===== src/rtl/sio_pkg.sv =====
package sio_pkg;

    localparam int unsigned DATA_W     = 32;
    localparam int unsigned BYTE_W     = 8;
    localparam int unsigned ADDR_W     = 6;
    localparam int unsigned FIFO_DEPTH = 16;
    localparam int unsigned IDX_W      = ADDR_W - 2;
    localparam int unsigned NUM_WORDS  = 15;

    // word indices (byte offset / 4)
    localparam logic [IDX_W-1:0] W_RX_CTRL    = 4'd2;
    localparam logic [IDX_W-1:0] W_TX_DATA    = 4'd7;
    localparam logic [IDX_W-1:0] W_STAT_POP   = 4'd8;
    localparam logic [IDX_W-1:0] W_STAT_PEEK  = 4'd9;
    localparam logic [IDX_W-1:0] W_IRQ_MASK   = 4'd11;
    localparam logic [IDX_W-1:0] W_IRQ_ACK    = 4'd12;
    localparam logic [IDX_W-1:0] W_IRQ_RAW    = 4'd13;
    localparam logic [IDX_W-1:0] W_IRQ_MASKED = 4'd14;

    localparam int unsigned RX_EN_BIT   = 3;
    localparam int unsigned ST_AVAIL    = 16;
    localparam int unsigned ST_TX_IDLE  = 22;
    localparam int unsigned ST_TX_RDY   = 24;
    localparam int unsigned IRQ_RX_BIT  = 3;

    localparam logic [DATA_W-1:0] RX_CTRL_RST = 32'h0001_0000;

    typedef struct packed {
        logic                 wr_en;
        logic                 rd_en;
        logic                 in_win;
        logic [IDX_W-1:0]     idx;
    } bus_dec_t;

    function automatic logic [DATA_W-1:0] status_word(input logic [BYTE_W-1:0] head,
                                                      input logic avail);
        logic [DATA_W-1:0] w;
        w             = '0;
        w[BYTE_W-1:0] = head;
        w[ST_AVAIL]   = avail;
        w[ST_TX_IDLE] = 1'b1;
        w[ST_TX_RDY]  = 1'b1;
        return w;
    endfunction

    function automatic logic is_plain(input int i);
        return !(i == int'(W_STAT_POP)  || i == int'(W_STAT_PEEK) ||
                 i == int'(W_IRQ_MASK)  || i == int'(W_IRQ_ACK)   ||
                 i == int'(W_IRQ_RAW)   || i == int'(W_IRQ_MASKED));
    endfunction

    function automatic logic [DATA_W-1:0] store_reset(input int i);
        return (i == int'(W_RX_CTRL)) ? RX_CTRL_RST : '0;
    endfunction

endpackage


===== src/rtl/sio_rx_fifo.sv =====
module sio_rx_fifo #(
    parameter int unsigned DEPTH = 16,
    parameter int unsigned W     = 8,
    localparam int unsigned PTR_W = (DEPTH > 1) ? $clog2(DEPTH) : 1,
    localparam int unsigned CNT_W = $clog2(DEPTH + 1)
) (
    input  logic             clk,
    input  logic             rst,
    input  logic             push,
    input  logic [W-1:0]     push_data,
    input  logic             pop,
    output logic [W-1:0]     head,
    output logic [CNT_W-1:0] count,
    output logic             full,
    output logic             empty
);

    logic [W-1:0]     mem [DEPTH];
    logic [PTR_W-1:0] wr_ptr, rd_ptr;
    logic             pop_eff, push_ok;

    function automatic logic [PTR_W-1:0] ptr_inc(input logic [PTR_W-1:0] p);
        return (p == PTR_W'(DEPTH - 1)) ? '0 : p + PTR_W'(1);
    endfunction

    assign empty   = (count == '0);
    assign full    = (count == CNT_W'(DEPTH));
    assign pop_eff = pop & ~empty;
    // a pop in the same cycle frees the slot for the incoming byte
    assign push_ok = push & (~full | pop_eff);
    assign head    = mem[rd_ptr];

    always_ff @(posedge clk) begin
        if (push_ok) mem[wr_ptr] <= push_data;
    end

    always_ff @(posedge clk) begin
        if (rst) begin
            wr_ptr <= '0;
            rd_ptr <= '0;
            count  <= '0;
        end else begin
            if (push_ok) wr_ptr <= ptr_inc(wr_ptr);
            if (pop_eff) rd_ptr <= ptr_inc(rd_ptr);
            case ({push_ok, pop_eff})
                2'b10:   count <= count + CNT_W'(1);
                2'b01:   count <= count - CNT_W'(1);
                default: count <= count;
            endcase
        end
    end

endmodule


===== src/rtl/sio_irq_ctrl.sv =====
module sio_irq_ctrl #(
    parameter int unsigned W        = 32,
    parameter int unsigned LIVE_BIT = 3
) (
    input  logic         clk,
    input  logic         rst,
    input  logic         tx_wr,
    input  logic         ack_wr,
    input  logic         raw_wr,
    input  logic         mask_wr,
    input  logic [W-1:0] wdata,
    input  logic         rx_avail,
    output logic [W-1:0] raw,
    output logic [W-1:0] mask,
    output logic [W-1:0] masked,
    output logic [W-1:0] ack_val,
    output logic         irq
);

    localparam logic [W-1:0] TX_EVENTS = W'(3);
    localparam logic [W-1:0] TX_DONE   = W'(1);
    localparam logic [W-1:0] LIVE_MASK = W'(1) << LIVE_BIT;

    logic [W-1:0] raw_q, mask_q, ack_q, ack_eff;
    logic         pend_q;

    // first acknowledge after a transmit keeps the done bit
    assign ack_eff = pend_q ? (wdata & ~TX_DONE) : wdata;

    always_ff @(posedge clk) begin
        if (rst) begin
            raw_q  <= '0;
            mask_q <= '0;
            ack_q  <= '0;
            pend_q <= 1'b0;
        end else begin
            if (tx_wr) begin
                raw_q  <= raw_q | TX_EVENTS;
                pend_q <= 1'b1;
            end else if (ack_wr) begin
                ack_q  <= ack_eff;
                raw_q  <= raw_q & ~ack_eff;
                pend_q <= 1'b0;
            end else if (raw_wr) begin
                raw_q  <= wdata;
            end
            if (mask_wr) mask_q <= wdata;
        end
    end

    assign raw     = (raw_q & ~LIVE_MASK) | (W'(rx_avail) << LIVE_BIT);
    assign mask    = mask_q;
    assign ack_val = ack_q;
    assign masked  = raw & mask_q;
    assign irq     = |masked;

endmodule


===== src/rtl/sio_regblock.sv =====
module sio_regblock
    import sio_pkg::*;
#(
    parameter int unsigned FIFO_DEPTH_P = sio_pkg::FIFO_DEPTH
) (
    input  logic              clk,
    input  logic              rst,
    input  logic              bus_sel,
    input  logic              bus_wr,
    input  logic [ADDR_W-1:0] bus_addr,
    input  logic [DATA_W-1:0] bus_wdata,
    output logic [DATA_W-1:0] bus_rdata,
    input  logic              rx_valid,
    input  logic [BYTE_W-1:0] rx_data,
    output logic              rx_ready,
    output logic              tx_valid,
    output logic [BYTE_W-1:0] tx_data,
    output logic              irq
);

    localparam int unsigned CNT_W = $clog2(FIFO_DEPTH_P + 1);

    bus_dec_t          dec;
    logic              unused_lsb;
    logic [DATA_W-1:0] word_val [NUM_WORDS];
    logic              rx_en, pop_req, pop_now, push_now;
    logic [BYTE_W-1:0] fifo_head;
    logic [CNT_W-1:0]  fifo_count;
    logic              fifo_full, fifo_empty;
    logic [DATA_W-1:0] irq_raw, irq_mask, irq_masked, irq_ack;

    // ---------------- decode ----------------
    assign unused_lsb = ^bus_addr[1:0];
    assign dec.idx    = bus_addr[ADDR_W-1:2];
    assign dec.in_win = (dec.idx < IDX_W'(NUM_WORDS));
    assign dec.wr_en  = bus_sel & bus_wr & dec.in_win;
    assign dec.rd_en  = bus_sel & ~bus_wr;

    assign pop_req = dec.rd_en & (dec.idx == W_STAT_POP);

    // ---------------- plain storage words ----------------
    for (genvar g = 0; g < NUM_WORDS; g++) begin : g_word
        if (is_plain(g)) begin : g_store
            logic [DATA_W-1:0] q;
            always_ff @(posedge clk) begin
                if (rst)
                    q <= store_reset(g);
                else if (dec.wr_en && dec.idx == IDX_W'(g))
                    q <= bus_wdata;
            end
            assign word_val[g] = q;
        end else begin : g_special
            assign word_val[g] = '0;
        end
    end

    assign rx_en = word_val[W_RX_CTRL][RX_EN_BIT];

    // ---------------- receive path ----------------
    assign pop_now  = pop_req & ~fifo_empty;
    assign rx_ready = rx_en & (~fifo_full | pop_now);
    assign push_now = rx_valid & rx_ready;

    sio_rx_fifo #(
        .DEPTH (FIFO_DEPTH_P),
        .W     (BYTE_W)
    ) u_fifo (
        .clk       (clk),
        .rst       (rst),
        .push      (push_now),
        .push_data (rx_data),
        .pop       (pop_req),
        .head      (fifo_head),
        .count     (fifo_count),
        .full      (fifo_full),
        .empty     (fifo_empty)
    );

    // ---------------- transmit path ----------------
    logic tx_wr;
    assign tx_wr = dec.wr_en & (dec.idx == W_TX_DATA);

    always_ff @(posedge clk) begin
        if (rst) begin
            tx_valid <= 1'b0;
            tx_data  <= '0;
        end else begin
            tx_valid <= tx_wr;
            if (tx_wr) tx_data <= bus_wdata[BYTE_W-1:0];
        end
    end

    // ---------------- interrupts ----------------
    sio_irq_ctrl #(
        .W        (DATA_W),
        .LIVE_BIT (IRQ_RX_BIT)
    ) u_irq (
        .clk      (clk),
        .rst      (rst),
        .tx_wr    (tx_wr),
        .ack_wr   (dec.wr_en & (dec.idx == W_IRQ_ACK)),
        .raw_wr   (dec.wr_en & (dec.idx == W_IRQ_RAW)),
        .mask_wr  (dec.wr_en & (dec.idx == W_IRQ_MASK)),
        .wdata    (bus_wdata),
        .rx_avail (~fifo_empty),
        .raw      (irq_raw),
        .mask     (irq_mask),
        .masked   (irq_masked),
        .ack_val  (irq_ack),
        .irq      (irq)
    );

    // ---------------- read mux ----------------
    always_comb begin
        case (dec.idx)
            W_STAT_POP, W_STAT_PEEK: bus_rdata = status_word(fifo_head, ~fifo_empty);
            W_IRQ_MASK:              bus_rdata = irq_mask;
            W_IRQ_ACK:               bus_rdata = irq_ack;
            W_IRQ_RAW:               bus_rdata = irq_raw;
            W_IRQ_MASKED:            bus_rdata = irq_masked;
            default:                 bus_rdata = dec.in_win ? word_val[dec.idx] : '0;
        endcase
    end

endmodule


===== config.mk =====
export PLATFORM = sky130hd
export DESIGN_NAME = sio_regblock
export DESIGN_NICKNAME = d
export VERILOG_FILES = /design/src/rtl/sio_pkg.sv /design/src/rtl/sio_rx_fifo.sv /design/src/rtl/sio_irq_ctrl.sv /design/src/rtl/sio_regblock.sv
export SDC_FILE = /design/constraint.sdc
export NUM_CORES = 1
export LEC_CHECK = 0
export ABC_AREA = 1
export BUFFER_PORTS_ARGS = -buffer_cell sky130_fd_sc_hd__buf_4
export CORE_ASPECT_RATIO = 1.1
export CORE_MARGIN = 5
export CORE_UTILIZATION = 55
export CTS_BUF_LIST = sky130_fd_sc_hd__clkbuf_4
export DETAILED_ROUTE_END_ITERATION = 10
export PLACE_DENSITY = 0.71
export SLEW_MARGIN = 20
export SYNTH_ARGS = -nofsm -noshare
export SYNTH_HDL_FRONTEND = slang
export SYNTH_SLANG_ARGS = --single-unit
export TNS_END_PERCENT = 1

===== constraint.sdc =====
create_clock -name clk -period 2.7 [get_ports clk]
set_input_delay 0.27 -clock clk [delete_from_list [all_inputs] [get_ports clk]]
set_output_delay 0.27 -clock clk [all_outputs]
set_load 0.02 [all_outputs]

==> results of run 1 <==
-- synth_stat cells --
cell / instances / share of area, %
a21boi_0: 2 / 0.066
a21oi_1: 420 / 9.3
a22oi_1: 48 / 1.6
buf_1: 10 / 0.17
buf_2: 46 / 1.0
buf_4: 8 / 0.27
clkbuf_1: 137 / 2.3
clkbuf_2: 2 / 0.044
dfxtp_1: 402 / 36
edfxtp_1: 128 / 17
ha_1: 9 / 0.50
inv_1: 334 / 5.5
inv_2: 16 / 0.27
nand2_1: 466 / 7.7
nand2_2: 1 / 0.028
nand3_1: 135 / 3.0
nand3_2: 2 / 0.089
nand3b_1: 2 / 0.066
nand4_1: 42 / 1.2
nand4_2: 1 / 0.055
nor2_1: 69 / 1.1
nor2_2: 4 / 0.11
nor2_4: 2 / 0.10
nor3_1: 3 / 0.066
nor3_2: 1 / 0.044
nor4_4: 1 / 0.094
o211ai_1: 1 / 0.033
o21ai_0: 439 / 9.7
o21ai_1: 56 / 1.2
o21bai_1: 1 / 0.033
o221ai_1: 1 / 0.039
o22ai_1: 51 / 1.4
xnor2_1: 2 / 0.077
xor2_1: 4 / 0.15
-- registers in the layout (all words and copies together) (netlist names), named ones only --
| name | count |
|---|---|
| g_word.g_store.q | 288 |
| u_fifo.count | 5 |
| u_irq.ack_val | 32 |
| u_fifo.rd_ptr | 4 |
| u_fifo.wr_ptr | 4 |
| u_irq.raw_q | 31 |
| u_irq.mask | 32 |
| u_irq.pend_q | 1 |
| tx_valid | 1 |
| u_fifo.mem | 128 |
-- critical path, cell delays in order, from the launching register on --
cell,delay [ns]
dfxtp_4,0.37
buf_12,0.14
buf_12,0.14
clkbuf_16,0.16
nand2_1,0.07
nand3_1,0.10
nand3_2,0.09
nand3_2,0.10
nand2_2,0.11
nand2_4,0.07
nand3_4,0.10
buf_6,0.12
-- layout make-up --
class,count,area [µm²],share of cell area (%)
inverters,350,1330,4.90
multi-input cells,1763,8990,33.0
flip-flops and latches,530,11900,43.8
clock inverters,39,318,1.17
diodes,5,12.5,0.0460
repair buffers,249,2570,9.44
clock buffers,191,1430,5.27
well taps,520,651,2.39
-- routing by layer --
metal | up-vias | share of wire [%]
met3 | 258 | 7.1
met4 | 0 | 6.3
li1 | 10000 | -
met2 | 967 | 50
met5 | - | 0
met1 | 9793 | 37
-- power by group through the flow --
stage          combinational, mW  clock [mW]  sequential [mW]
2_1_floorplan              0.419           0             8.39
3_3_place_gp               0.791           0             8.39
3_5_place_dp               0.809           0             8.40
4_1_cts                    0.882        7.17             8.22
5_1_grt                    0.966        7.63             8.22
6_report                   0.907        7.04             8.22
-- logic make-up (layout without fill, tap and decap cells) --
logic type | count (synthesis) | after routing | synth area share, %
other | 0 | 5 | 0
adders and majority gates | 9 | 9 | 0.498
buffers and inverters | 553 | 829 | 9.58
AOI/OAI and AO/OA | 1019 | 1019 | 23.4
xor gates and xnor gates | 6 | 6 | 0.232
DFF | 530 | 530 | 52.6
and+or+nand+nor | 729 | 729 | 13.7
-- worst paths after layout --
check | cells after the start | start | end
max | 11 | flip-flop | bus_rdata[1]
min | 5 | bus_sel | g_word[2].g_store.q[1]$_SDFFE_PP0P_
min reg2reg | 2 | g_word[2].g_store.q[18]$_SDFFE_PP0P_ | g_word[2].g_store.q[18]$_SDFFE_PP0P_
max reg2reg | 16 | u_fifo.count[3]$_SDFFE_PP0P_ | u_fifo.count[4]$_SDFFE_PP0P_
-- what timing repair did --
item | in CTS | in global routing
pin swaps | 22 | 26
setup buffers | 8 | 0
cloned | 6 | 3
endpoints found under the setup margin | 9 | 9
gates resized for setup | 69 | 50
endpoints found under the hold margin | 525 | 0
hold buffers | 55 | 0
==> metrics.txt, run 1 <==
status=completed; Placed Cells=3340; Yosys reg bits=530; Remaining DRCs=0; largest net degree at the start of global routing=92; Via Count=21100; vias in the first global route=20500; Root Driver=clkbuf_4; Combinational Power Share=5.6%; router iterations before antenna repair=5; post-route cell area=27200 µm²; Peak supply drop=0.346 mV; initial antenna violation count=5; setup tns final=0 ns; Hold WC Path Type=input port to flip-flop; worst-case register-to-register setup slack=0.58 ns; final hold vios=0; Avg Inst Size Synth=7.95 µm²; gr usage total=30.6%; first-pass GRT wire length=110 mm; HPWL after detailed placement=approximately 44 mm; cts bufs inserted=137; Clock Sinks=530; via/cell ratio=slightly below 6; tightest hold margin=0.0846 ns; met3 GRT Util=roughly 5.6%; Layout Nets=3091; Post-Synthesis Cell Area=22600 µm²; GR met2 Demand/Resource=52.4%; Die X=around 200 µm; clock skew=0.0429 ns; most common cell after layout, fill and taps aside=o21ai_0; CTS Buffer Depth=3; Tot Pwr=~16 mW; max cap viols=0; P_sw=3.88 mW; standard-cell rows=78; DP Area=24100 µm²; fin util=66.4%; clock power share=43.5%; Synth cell types=34; IO Count=94; die height=223 µm; Non-Filler Instances=3647; GP Congestion=between 0.8 and 0.9; WL/cell=19.6 µm; Place WS=0.315 ns; CTS tree=built; Yosys warning count=0; unrepaired setup endpoints after global routing=true; commonest cells after routing, fill and taps aside=439 x o21ai_0, 433 x nand2_1, 420 x a21oi_1; Max-slew headroom=56.9%; Critical Path Source Type=flip-flop; DIE AREA=45300 µm²; maximum fanout along the worst path=4; H-tree Lvls=4; final setup vio count=0; Post-Route WL=71.5 mm; Slew Viols, Final=0; Crit Path Class=flip-flop to output port; worst setup margin=0.0391 ns; syn_nets=2906; global route hottest layer=met2; Worst Path Required=about 2.4 ns; Leakage=approximately 11 nW; Mapped Cells=between 2000 and 3000; area delta synth->final=20.3%; Max Freq=376 MHz; CP endpoint kind=output port; ANT nets after route=0; core outline area=41000 µm²; Tmin final=2.66 ns; Seq/Total Area, Yosys=52.6%; final-layout fill cell count=approximately 3400; share of layout cells above drive strength 1=16.5%; internal power=12.3 mW; Worst Path Arrival=approximately 2.4 ns; slew of the pin with the lowest slew margin=roughly 0.65 ns; sequential share of power=50.8%; Skew-Pair Late Insertion Delay=0.85 ns; clock-pin slew on the worst setup and hold paths=0.06 ns; Initial DRC Count=approximately 1700; met1 global-route usage=35.1%; final cycle utilization of the critical path=between 90 and 100%; grt total ovfl=0; Initial Util=between 50% and 60%; PortBufs=91; switching share of total power=24.0%; Pwr Density=slightly below 600 nW/µm²
Power figures use the tool's default switching activity.
==> run 2: changes to the inputs <==
SYNTH_HIERARCHICAL = 1   (was not set)
==> run 2 against run 1 <==
Against the previous run: the flow now finishes with violations (setup timing); via count is 15% higher; die area is 7.7% higher; critical endpoint is now bus_rdata[0]; sequential share of layout area is 2.1 points lower; sequential power hardly changed; hold slack better by 0.033 ns.
==> metrics.txt, run 2 <==
Post-Synthesis Cell Area=24500 µm² (+8.1%); Mapped Cells=3411 (+20%); DIE AREA=48800 µm² (+7.7%); Post-Route WL=78.2 mm (+9.4%); Yosys warning count=6 (+6); top cell type by total area after synthesis=dfxtp_1; initial antenna violation count=4 (-1); Clock Sinks=530 (unchanged); critical path endpoint=bus_rdata[0]; gr usage total=31.4% (+0.85 points); PortBufs=91 (unchanged); first-pass GRT wire length=123 mm (+12%); final hold vios=0 (unchanged); synth cell count leaders=1165 x nand2_1, 402 x dfxtp_1, 359 x a21oi_1; Initial Util=55.3% (+0.17 points); unrepaired setup endpoints after global routing=true; Synth cell types=34 (unchanged); Yosys reg bits=530 (unchanged); ANT nets after route=0 (unchanged); vias in the first global route=23200 (+13%); post-route cell area=28600 µm² (+5.0%); GP Congestion=0.899 (+1.7%); CTS tree=built; Remaining DRCs=0 (unchanged); max reg flops=288 (unchanged); RR Endpoint=u_fifo/count[4]$_SDFFE_PP0P_; Peak supply drop=0.597 mV (+72%); max cap viols=0 (unchanged); Worst Path Arrival=2.76 ns (+0.37 ns); largest registers=g_word.g_store.q x288, u_fifo/mem x128; Tmin final=3.03 ns (+0.369 ns); clock skew=0.0488 ns (+0.00589 ns); area delta synth->final=16.8%; syn_nets=3471 (+19%); maximum fanout along the worst path=11 (+7); cts bufs inserted=140 (+2.2%); Max Freq=330 MHz (-12%); status=finished with violations; final cycle utilization of the critical path=112% (+14 points); worst setup margin=-0.330 ns (-0.369 ns); Max-slew headroom=29.8% (-27 points); final-layout fill cell count=3902 (+15%); final setup vio count=10 (+10); IO Count=94 (unchanged); Skew-Pair Late Insertion Delay=1.01 ns (+0.16 ns); Root Driver=clkbuf_4; DP Area=25600 µm² (+6.2%); standard-cell rows=81 (+3.8%); core outline area=44200 µm² (+7.8%); Yosys top cell area share=32.9% (-2.7 points); R2R cell count=19 (+3); slew of the pin with the lowest slew margin=1.05 ns (+0.408 ns); Seq/Total Area, Yosys=48.6% (-4.0 points); CP endpoint kind=output port; Die X=211 µm (+3.8%); commonest cells after routing, fill and taps aside=1152 x nand2_1, 396 x dfxtp_1, 356 x a21oi_1; Hold WC Path Type=input port to flip-flop; Initial DRC Count=2498 (+43%); router iterations before antenna repair=6 (+1); WL/cell=18.5 µm (-5.4%); CTS Buffer Depth=3 (unchanged); largest net degree at the start of global routing=144 (+57%); reg-to-reg startpoint=u_fifo/count[1]$_SDFFE_PP0P_; Avg Inst Size Synth=7.17 µm² (-9.8%); most common cell after layout, fill and taps aside=nand2_1; top-count cell post-synth=nand2_1; register with the most flip-flops=g_word.g_store.q; share of layout cells above drive strength 1=14.6% (-1.9 points); Most used DFF post-synth=dfxtp_1; Pwr Density=581 nW/µm² (-2.2%); tightest hold margin=0.118 ns (+0.0332 ns); failing checks=setup timing; Layout Nets=3587 (+16%); via/cell ratio=5.73 (-0.83%); grt total ovfl=0 (unchanged); Post-synth ARST share=0% (unchanged); Critical Path Source Type=flip-flop; clock-pin slew on the worst setup and hold paths=0.07 ns (about the same); top post-synthesis cells by area=dfxtp_1 33%, nand2_1 18%, edfxtp_1 16%; HPWL after detailed placement=46.5 mm (+6.1%); Worst Path Required=2.43 ns (about the same); H-tree Lvls=4 (unchanged); die height=231 µm (+3.8%); worst-case register-to-register setup slack=0.18 ns (-0.40 ns); Slew Viols, Final=0 (unchanged); Via Count=24200 (+15%); Post-synth EDFFs=128 (unchanged); Leakage=11.8 nW (+9.2%); Crit Path Class=flip-flop to output port
## run 2: changes by cell type after synthesis, sizes merged, moves of 31 or more
cell,delta
a21oi,-51
a22oi,-48
clkbuf,+48
inv,-170
nand2,+701
nand3,+177
nor2,+180
o211ai,+31
o21ai,-264
o22ai,-51
## run 2: kinds of logic after synthesis
group                    share of synthesized area (%)
AND/OR/NAND/NOR                                   29.5
XOR/XNOR                                         0.107
adder cells (fa/ha/maj)                          0.491
buffers and inverters                             7.72
flip-flops                                        48.6
AO/OA/AOI/OAI                                     13.5
## run 2: where the power goes
part | internal (mW) | total [mW] | switching [mW]
Combinational | 0.270 | 1.01 | 0.736
Sequential | 8.17 | 8.21 | 0.0344
Clock | 3.95 | 7.38 | 3.43
Total | 12.4 | 16.6 | 4.20
## run 2: worst max-delay path: stages (launching register included)
cell       delay [ns]
dfxtp_4          0.40
buf_8            0.16
clkbuf_16        0.17
nand2_1          0.06
o211ai_1         0.09
nand3_1          0.16
nand3_1          0.12
nand2_2          0.07
nand2_2          0.06
nand2_2          0.06
nor2_4           0.14
nand3_2          0.13
buf_6            0.16
## run 2: cell type report
class                      count  area (µm²)  area share (%)
sequential                   530       11900            41.7
antenna                        5        12.5          0.0438
inverter                     184         697            2.44
timing repair buffer         246        2340            8.20
multi-input combinational   2425       11000            38.6
clock inverter                39         292            1.02
tap                          581         727            2.55
clock buffer                 210        1580            5.52
## run 2: worst min-delay path by stage
stage,start,to,slack [ns],depth (start not counted)
floorplan,rst,flip-flop,0.35,1
detailed placement,g_word[10].g_store.q[24]$_SDFFE_PP0P_,g_word[10].g_store.q[24]$_SDFFE_PP0P_,0.45,2
global route,bus_sel,u_fifo/wr_ptr[1]$_SDFFE_PP0P_,0.06,6
global placement,g_word[10].g_store.q[22]$_SDFFE_PP0P_,g_word[10].g_store.q[22]$_SDFFE_PP0P_,0.44,2
CTS,bus_sel,u_fifo/wr_ptr[1]$_SDFFE_PP0P_,0.01,6
finish,bus_sel,u_fifo/wr_ptr[1]$_SDFFE_PP0P_,0.12,6
## run 2: through the flow
stage	worst slack (ns)	utilization [%]	instances	setup TNS (ns)	power, mW
5_1_grt	-0.482	64.6	4219	-4.34	17.3
3_3_place_gp	0.153	57.8	3902	0	9.27
2_1_floorplan	0.203	-	3411	0	8.90
4_1_cts	-0.443	64.3	4213	-3.84	16.7
6_report	-0.330	64.6	4220	-2.66	16.6
3_5_place_dp	0.198	57.8	3902	0	9.28
## run 2: routing by layer
layer  GRT usage, %  wire (µm)
met5              0         11
met1           39.3      30200
met2           50.0      36600
met4           17.9       3920
met3           7.45       7440
## run 2: what timing repair did
| action | 4_1_cts | 5_1_grt |
|---|---|---|
| resized for setup | 78 | 24 |
| endpoints found under the hold margin | 529 | 0 |
| pin swaps | 45 | 32 |
| cloned | 4 | 3 |
| hold buffers | 50 | 0 |
| endpoints found under the setup margin | 11 | 14 |
| buffers inserted | 8 | 0 |
